**config.mk**
```make
export PLATFORM = sky130hd
export DESIGN_NAME = dma_desc_engine
export DESIGN_NICKNAME = d
export VERILOG_FILES = /design/src/rtl/dma_desc_pkg.sv /design/src/rtl/dma_desc_decode.sv /design/src/rtl/dma_desc_addr.sv /design/src/rtl/dma_desc_engine.sv
export SDC_FILE = /design/constraint.sdc
export NUM_CORES = 1
export LEC_CHECK = 0
export ABC_CLOCK_PERIOD_IN_PS = 9600
export BUFFER_PORTS_ARGS = -buffer_cell sky130_fd_sc_hd__buf_4
export CAP_MARGIN = 0
export CORE_ASPECT_RATIO = 0.9
export CORE_UTILIZATION = 34
export DETAILED_ROUTE_END_ITERATION = 10
export MAX_ROUTING_LAYER = met4
export PLACE_DENSITY_LB_ADDON = 0.15
export SYNTH_ARGS = -nofsm -noshare
export SYNTH_HDL_FRONTEND = slang
export SYNTH_HIERARCHICAL = 1
export SYNTH_SLANG_ARGS = --single-unit
```
**constraint.sdc**
```tcl
create_clock -name clk_i -period 9.6 [get_ports clk_i]
set_input_delay 1.44 -clock clk_i [delete_from_list [all_inputs] [get_ports clk_i]]
set_output_delay 1.44 -clock clk_i [all_outputs]
set_load 0.02 [all_outputs]
```
**src/rtl/dma_desc_pkg.sv**
```systemverilog
package dma_desc_pkg;
  parameter int CNT_W   = 10;  // items-minus-one field width
  parameter int DW      = 32;
  parameter int GRP_MAX = CNT_W;

  typedef struct packed {
    logic [1:0]       dinc;
    logic [1:0]       dsize;
    logic [1:0]       sinc;
    logic [1:0]       ssize;
    logic [5:0]       rsvd;
    logic [3:0]       grp_exp;
    logic [CNT_W-1:0] rem_m1;
    logic             burst;
    logic [2:0]       mode;
  } ctl_t;

  localparam logic [2:0] MODE_STOP  = 3'd0;
  localparam logic [2:0] MODE_BASIC = 3'd1;
  localparam logic [2:0] MODE_AUTO  = 3'd2;

  typedef enum logic [3:0] {
    S_IDLE, S_FSRC, S_FDST, S_FCTL, S_DEC, S_CHK, S_RD, S_WR, S_WB
  } state_t;
endpackage

```
**src/rtl/dma_desc_decode.sv**
```systemverilog
module dma_desc_decode
  import dma_desc_pkg::*;
(
  input  ctl_t             ctl_i,
  output logic             legal_o,
  output logic             stop_o,
  output logic             auto_o,
  output logic [CNT_W-1:0] grp_m1_o
);
  logic [3:0]     exp_c;
  logic [CNT_W:0] grp_len;
  logic [CNT_W:0] grp_m1_w;

  always_comb begin
    stop_o  = (ctl_i.mode == MODE_STOP);
    auto_o  = (ctl_i.mode == MODE_AUTO);
    legal_o = ((ctl_i.mode == MODE_BASIC) || (ctl_i.mode == MODE_AUTO)) &&
              (ctl_i.ssize != 2'd3) && (ctl_i.ssize == ctl_i.dsize) &&
              ((ctl_i.sinc == 2'd3) || (ctl_i.sinc >= ctl_i.ssize)) &&
              ((ctl_i.dinc == 2'd3) || (ctl_i.dinc >= ctl_i.dsize));
    exp_c    = (ctl_i.grp_exp > 4'(GRP_MAX)) ? 4'(GRP_MAX) : ctl_i.grp_exp;
    grp_len  = (CNT_W+1)'(1) << exp_c;
    grp_m1_w = grp_len - (CNT_W+1)'(1);
    grp_m1_o = grp_m1_w[CNT_W-1:0];
  end
endmodule

```
**src/rtl/dma_desc_addr.sv**
```systemverilog
module dma_desc_addr
  import dma_desc_pkg::*;
#(
  parameter int AW = 32
) (
  input  logic [AW-1:0]    end_i,
  input  logic [1:0]       inc_i,
  input  logic [1:0]       size_i,
  input  logic [CNT_W-1:0] rem_m1_i,
  output logic [AW-1:0]    addr_o
);
  logic [AW-1:0] back, raw, keep;

  always_comb begin
    back   = AW'(rem_m1_i) << inc_i;
    raw    = (inc_i == 2'd3) ? end_i : end_i - back;
    keep   = ~((AW'(1) << size_i) - AW'(1));
    addr_o = raw & keep;
  end
endmodule

```
**src/rtl/dma_desc_engine.sv**
```systemverilog
module dma_desc_engine
  import dma_desc_pkg::*;
#(
  parameter int AW = 32
) (
  input  logic          clk_i,
  input  logic          rst_ni,
  input  logic          req_i,
  input  logic [AW-1:0] base_i,
  output logic          busy_o,
  output logic          done_o,
  output logic          err_o,
  output logic          mem_req_o,
  output logic          mem_we_o,
  output logic [AW-1:0] mem_addr_o,
  output logic [1:0]    mem_size_o,
  output logic [DW-1:0] mem_wdata_o,
  input  logic [DW-1:0] mem_rdata_i
);
  localparam int NSIDE = 2;  // 0 source, 1 destination

  state_t           st_q;
  logic [AW-1:0]    src_end_q, dst_end_q;
  ctl_t             ctl_q, wb_word;
  logic             last_q, err_q;
  logic [CNT_W-1:0] grp_q;

  logic             legal, is_stop, is_auto;
  logic [CNT_W-1:0] grp_m1;

  logic [AW-1:0]    side_end  [NSIDE];
  logic [1:0]       side_inc  [NSIDE];
  logic [1:0]       side_size [NSIDE];
  logic [AW-1:0]    side_addr [NSIDE];

  dma_desc_decode u_dec (
    .ctl_i    (ctl_q),
    .legal_o  (legal),
    .stop_o   (is_stop),
    .auto_o   (is_auto),
    .grp_m1_o (grp_m1)
  );

  assign side_end[0]  = src_end_q;
  assign side_end[1]  = dst_end_q;
  assign side_inc[0]  = ctl_q.sinc;
  assign side_inc[1]  = ctl_q.dinc;
  assign side_size[0] = ctl_q.ssize;
  assign side_size[1] = ctl_q.dsize;

  for (genvar g = 0; g < NSIDE; g++) begin : g_side
    dma_desc_addr #(.AW(AW)) u_addr (
      .end_i    (side_end[g]),
      .inc_i    (side_inc[g]),
      .size_i   (side_size[g]),
      .rem_m1_i (ctl_q.rem_m1),
      .addr_o   (side_addr[g])
    );
  end

  always_ff @(posedge clk_i or negedge rst_ni) begin
    if (!rst_ni) begin
      st_q      <= S_IDLE;
      src_end_q <= '0;
      dst_end_q <= '0;
      ctl_q     <= '0;
      last_q    <= 1'b0;
      err_q     <= 1'b0;
      grp_q     <= '0;
    end else begin
      unique case (st_q)
        S_IDLE: if (req_i) begin
          st_q  <= S_FSRC;
          err_q <= 1'b0;
        end
        S_FSRC: st_q <= S_FDST;
        S_FDST: begin
          src_end_q <= mem_rdata_i[AW-1:0];
          st_q      <= S_FCTL;
        end
        S_FCTL: begin
          dst_end_q <= mem_rdata_i[AW-1:0];
          st_q      <= S_DEC;
        end
        S_DEC: begin
          ctl_q  <= ctl_t'(mem_rdata_i);
          grp_q  <= '0;
          last_q <= 1'b0;
          st_q   <= S_CHK;
        end
        S_CHK: begin
          if (is_stop) st_q <= S_IDLE;
          else if (!legal) begin
            err_q <= 1'b1;
            st_q  <= S_IDLE;
          end else st_q <= S_RD;
        end
        S_RD: st_q <= S_WR;
        S_WR: begin
          if (ctl_q.rem_m1 == '0) begin
            last_q <= 1'b1;
            st_q   <= S_WB;
          end else begin
            ctl_q.rem_m1 <= ctl_q.rem_m1 - 1'b1;
            if ((grp_q == grp_m1) || (!is_auto && !req_i)) st_q <= S_WB;
            else begin
              grp_q <= grp_q + 1'b1;
              st_q  <= S_RD;
            end
          end
        end
        S_WB: st_q <= (!last_q && is_auto) ? S_FSRC : S_IDLE;
        default: st_q <= S_IDLE;
      endcase
    end
  end

  always_comb begin
    wb_word      = ctl_q;
    wb_word.mode = last_q ? MODE_STOP : ctl_q.mode;
  end

  always_comb begin
    mem_req_o   = 1'b1;
    mem_we_o    = 1'b0;
    mem_addr_o  = base_i;
    mem_size_o  = 2'd2;
    mem_wdata_o = '0;
    unique case (st_q)
      S_FSRC: mem_addr_o = base_i;
      S_FDST: mem_addr_o = base_i + AW'(4);
      S_FCTL: mem_addr_o = base_i + AW'(8);
      S_RD: begin
        mem_addr_o = side_addr[0];
        mem_size_o = ctl_q.ssize;
      end
      S_WR: begin
        mem_we_o    = 1'b1;
        mem_addr_o  = side_addr[1];
        mem_size_o  = ctl_q.dsize;
        mem_wdata_o = mem_rdata_i;
      end
      S_WB: begin
        mem_we_o    = 1'b1;
        mem_addr_o  = base_i + AW'(8);
        mem_wdata_o = DW'(wb_word);
      end
      default: mem_req_o = 1'b0;
    endcase
  end

  assign busy_o = (st_q != S_IDLE);
  assign done_o = (st_q == S_WB) && last_q;
  assign err_o  = err_q;

  // Final write-back carries mode stop to the control word slot
  a_r7_done_final_wb: assert property (@(posedge clk_i) disable iff (!rst_ni)
    done_o |-> (mem_req_o && mem_we_o && mem_addr_o == base_i + AW'(8) &&
                mem_wdata_o[2:0] == MODE_STOP));

  a_r7_done_one_cycle: assert property (@(posedge clk_i) disable iff (!rst_ni)
    done_o |=> !done_o);

  // Last write-back directly follows the last item write
  a_r3_wb_after_item: assert property (@(posedge clk_i) disable iff (!rst_ni)
    done_o |-> $past(mem_we_o));

  // Every access is aligned to its size (base_i assumed word aligned)
  a_r3_addr_aligned: assert property (@(posedge clk_i) disable iff (!rst_ni)
    mem_req_o |-> ((mem_size_o == 2'd0) ||
                   (mem_size_o == 2'd1 && mem_addr_o[0] == 1'b0) ||
                   (mem_size_o == 2'd2 && mem_addr_o[1:0] == 2'b00)));

  a_r6_group_bound: assert property (@(posedge clk_i) disable iff (!rst_ni)
    grp_q <= grp_m1);

  a_r8_err_quiet: assert property (@(posedge clk_i) disable iff (!rst_ni)
    err_o |-> !mem_req_o);

  a_r1_idle_quiet: assert property (@(posedge clk_i) disable iff (!rst_ni)
    !busy_o |-> (!mem_req_o && !done_o));
endmodule

```
==> impl_metrics.toml <==
[floorplanning]
dieHeight_um = 167
core_area_mm2 = 0.0299
ios = 138
dieArea_mm2 = 0.0310
initial_core_util = 0.345
rows = 60
dieWidth_um = 186

[route]
viasPerCell = 5.82
drt_first_iter_violations = 1000
ant_nets = 0
wl_per_cell_um = 21.0
vias = 10581
wl_um = 38100
firstDrtPassIters = 6
drcViolationCount = 0

[sta]
timing_worst_slew_pin_value_ps = 1250
setup_ws_ps = 3610
rsz0062_at_grt = "false"
hold_viol = 0
maxSlewViolCount = 0
whs_ps = 485
max_clock_freq_ghz = 0.167
skew_ps = 10.2
relSlewSlack = 0.164
fin_crit_sh = 0.624
min_period_ps = 5990
setup_viol = 0
fin_tns_setup_ps = 0

[clock_tree]
clk_latency_ps = 380
cts-root-buf = "clkbuf_16"
cts_resized = 0
clk_path_buf_depth = 2
clk_pin_slew_ps = 90
cts_sinks = 112
cts_tree = "done"
holdBufCountCts = 0
cts_setup_buffers = 0
htree_levels = 3
cts_buffers = 9

[pwr]
p_leak_nw = 5.33
total_power_mw = 4.81
power_density_mw_per_mm2 = 402
peakVddDrop_v = 0.000132

[global_route]
grt_pass1_vias = 9833
grt_pass1_wl_um = 58300
grt_max_degree = 72
grt_use_met3 = 0.0320
grt_usage = 0.251
overflow = 0
grt-busiest-layer = "met2"
grt_antenna_before_repair = 0
use_met2 = 0.371
grt.met1_usage = 0.359

[critical_path]
crit_path_start_kind = "flop"
critPathLaunch = "ctl_q[30]$_DFFE_PN0P_"
max_stage_delay_ps = 820
crit_slowest_cell = "dfrtp_1"
worst_ep_required_time_ps = 8160
rr_endpoint = "ctl_q[4]$_DFFE_PN0P_"
path_max_fanout = 18
path_class = "flop to output pin"
cp_top_family = "compound AO/OA/AOI/OAI gates"
end_kind = "output pin"
crit_chain = "mux2_2, o21ai_0, ha_1, a21oi_1, o21ai_0, a221oi_1, or4b_1, nor3_1, xor2_1, a222oi_1, nand3_1, buf_4"
cp_common_cell = "o21ai_0"
worstPathArrival_ps = 4550
r2r_start = "st_q[0]$_DFFE_PN0N_"
crit_buf_inv = 1
rrSetupSlack_ps = 5130
r2r_cells = 5

[place]
place_area_mm2 = 0.0117
io_buffers = 137
placedCellCount = 1801
routabilityCongestion = 0.945
post-place-ws_ps = 4070
dp_hpwl_um = 28500

[logic_synthesis]
synth_ff_type = "dfrtp_1"
syn_area_mm2 = 0.0103
synth-edff-count = 0
synth_area_leaders = "dfrtp_1 (27%), nand2_1 (9.5%), ha_1 (5.5%), mux2_2 (4.4%), a21oi_1 (4.1%)"
synth_cells = 1329
synth_warnings = 6
ys_ff_latch = 112
ys_types = 81
synth.avg_cell_area_um2 = 7.76
ys_seq_area_frac = 0.272
synth_area_leader_cell = "dfrtp_1"
synth_top_area_share = 0.272
synth.net_count = 1443
ys_async_sr_fraction = 1.00

[layout]
fin_area_mm2 = 0.0120
areaGrowthSynthToFinish_pct = 16.0
final_cells = 1817
drive_gt1_frac = 0.169
fin_nets = 1523
final_common_cell = "nand2_1"
n_antenna_cell = 0
final_cell_mix = "nand2_1 (261), buf_4 (151), dfrtp_1 (112)"
final_util = 0.401

[min_path]
holdPathStages = 2
hold_start = "ctl_q[21]$_DFFE_PN0P_"
min_to = "ctl_q[21]$_DFFE_PN0P_"
hold_path_class = "flop to flop"

[job]
max_cap_viol_count = 0

[outcome]
status = "finished clean"
==> state kept, by name, indices dropped and copies added, names as in the netlist <==
| signal | cells |
|---|---|
| st_q | 4 |
| dst_end_q | 32 |
| ctl_q | 32 |
| err_o | 1 |
| grp_q | 10 |
| last_q | 1 |
| src_end_q | 32 |
==> Yosys cell counts, types with 22 or more instances <==
master    number
nor2_1        92
ha_1          45
mux2i_1       24
o21ai_0       66
nand3_1       28
inv_1         37
dfrtp_1      112
xor2_1        40
a21oi_1       84
a22o_1        38
nand2b_1      26
or3_1         22
clkbuf_1      65
mux2_2        40
nand2_1      261
a22oi_1       25
==> tightest hold or removal path, cell delays in order (launching register included) <==
cell     delay (ps)
dfrtp_1         350
nand2_1          50
nand2_1          60
==> how the worst max path moves through the flow <==
stage / end / slack, ps / cells after the start
after floorplan: mem_addr_o[29] / 4420 / 14
after global placement: mem_addr_o[29] / 4150 / 12
after CTS: mem_addr_o[29] / 3620 / 12
after detailed placement: mem_addr_o[29] / 4070 / 12
after global routing: mem_addr_o[23] / 3290 / 13
final: mem_addr_o[29] / 3610 / 12
==> cell type report <==
cell class	instances	area, um2
flip-flops and latches	112	2800
clock buffers	9	225
multi-input cells	1098	7080
inverters	37	139
repair buffers	151	1130
well taps	403	504
fillers	3204	17900
clock inverters	7	83.8
==> report_power, final <==
| group | internal, mW | switching [mW] | total [mW] |
|---|---|---|---|
| Combinational | 1.33 | 1.96 | 3.29 |
| Sequential | 0.696 | 0.424 | 1.12 |
| Clock | 0.191 | 0.216 | 0.407 |
| Total | 2.21 | 2.60 | 4.81 |
==> layer usage <==
metal | up-vias | wire length [um]
li1 | 5015 | -
met2 | 360 | 16900
met5 | - | 0
met1 | 5153 | 18300
met4 | 0 | 864
met3 | 53 | 2020
==> cells by family after synthesis <==
kind of cell,Yosys count,share of synthesized area
adders and majority gates,47,0.0585
buffers and inverters,119,0.0458
xor gates and xnor gates,59,0.0501
muxes,64,0.0669
DFF,112,0.272
AOI/OAI and AO/OA,362,0.240
and+or+nand+nor,566,0.267
Power figures use the tool's default switching activity.
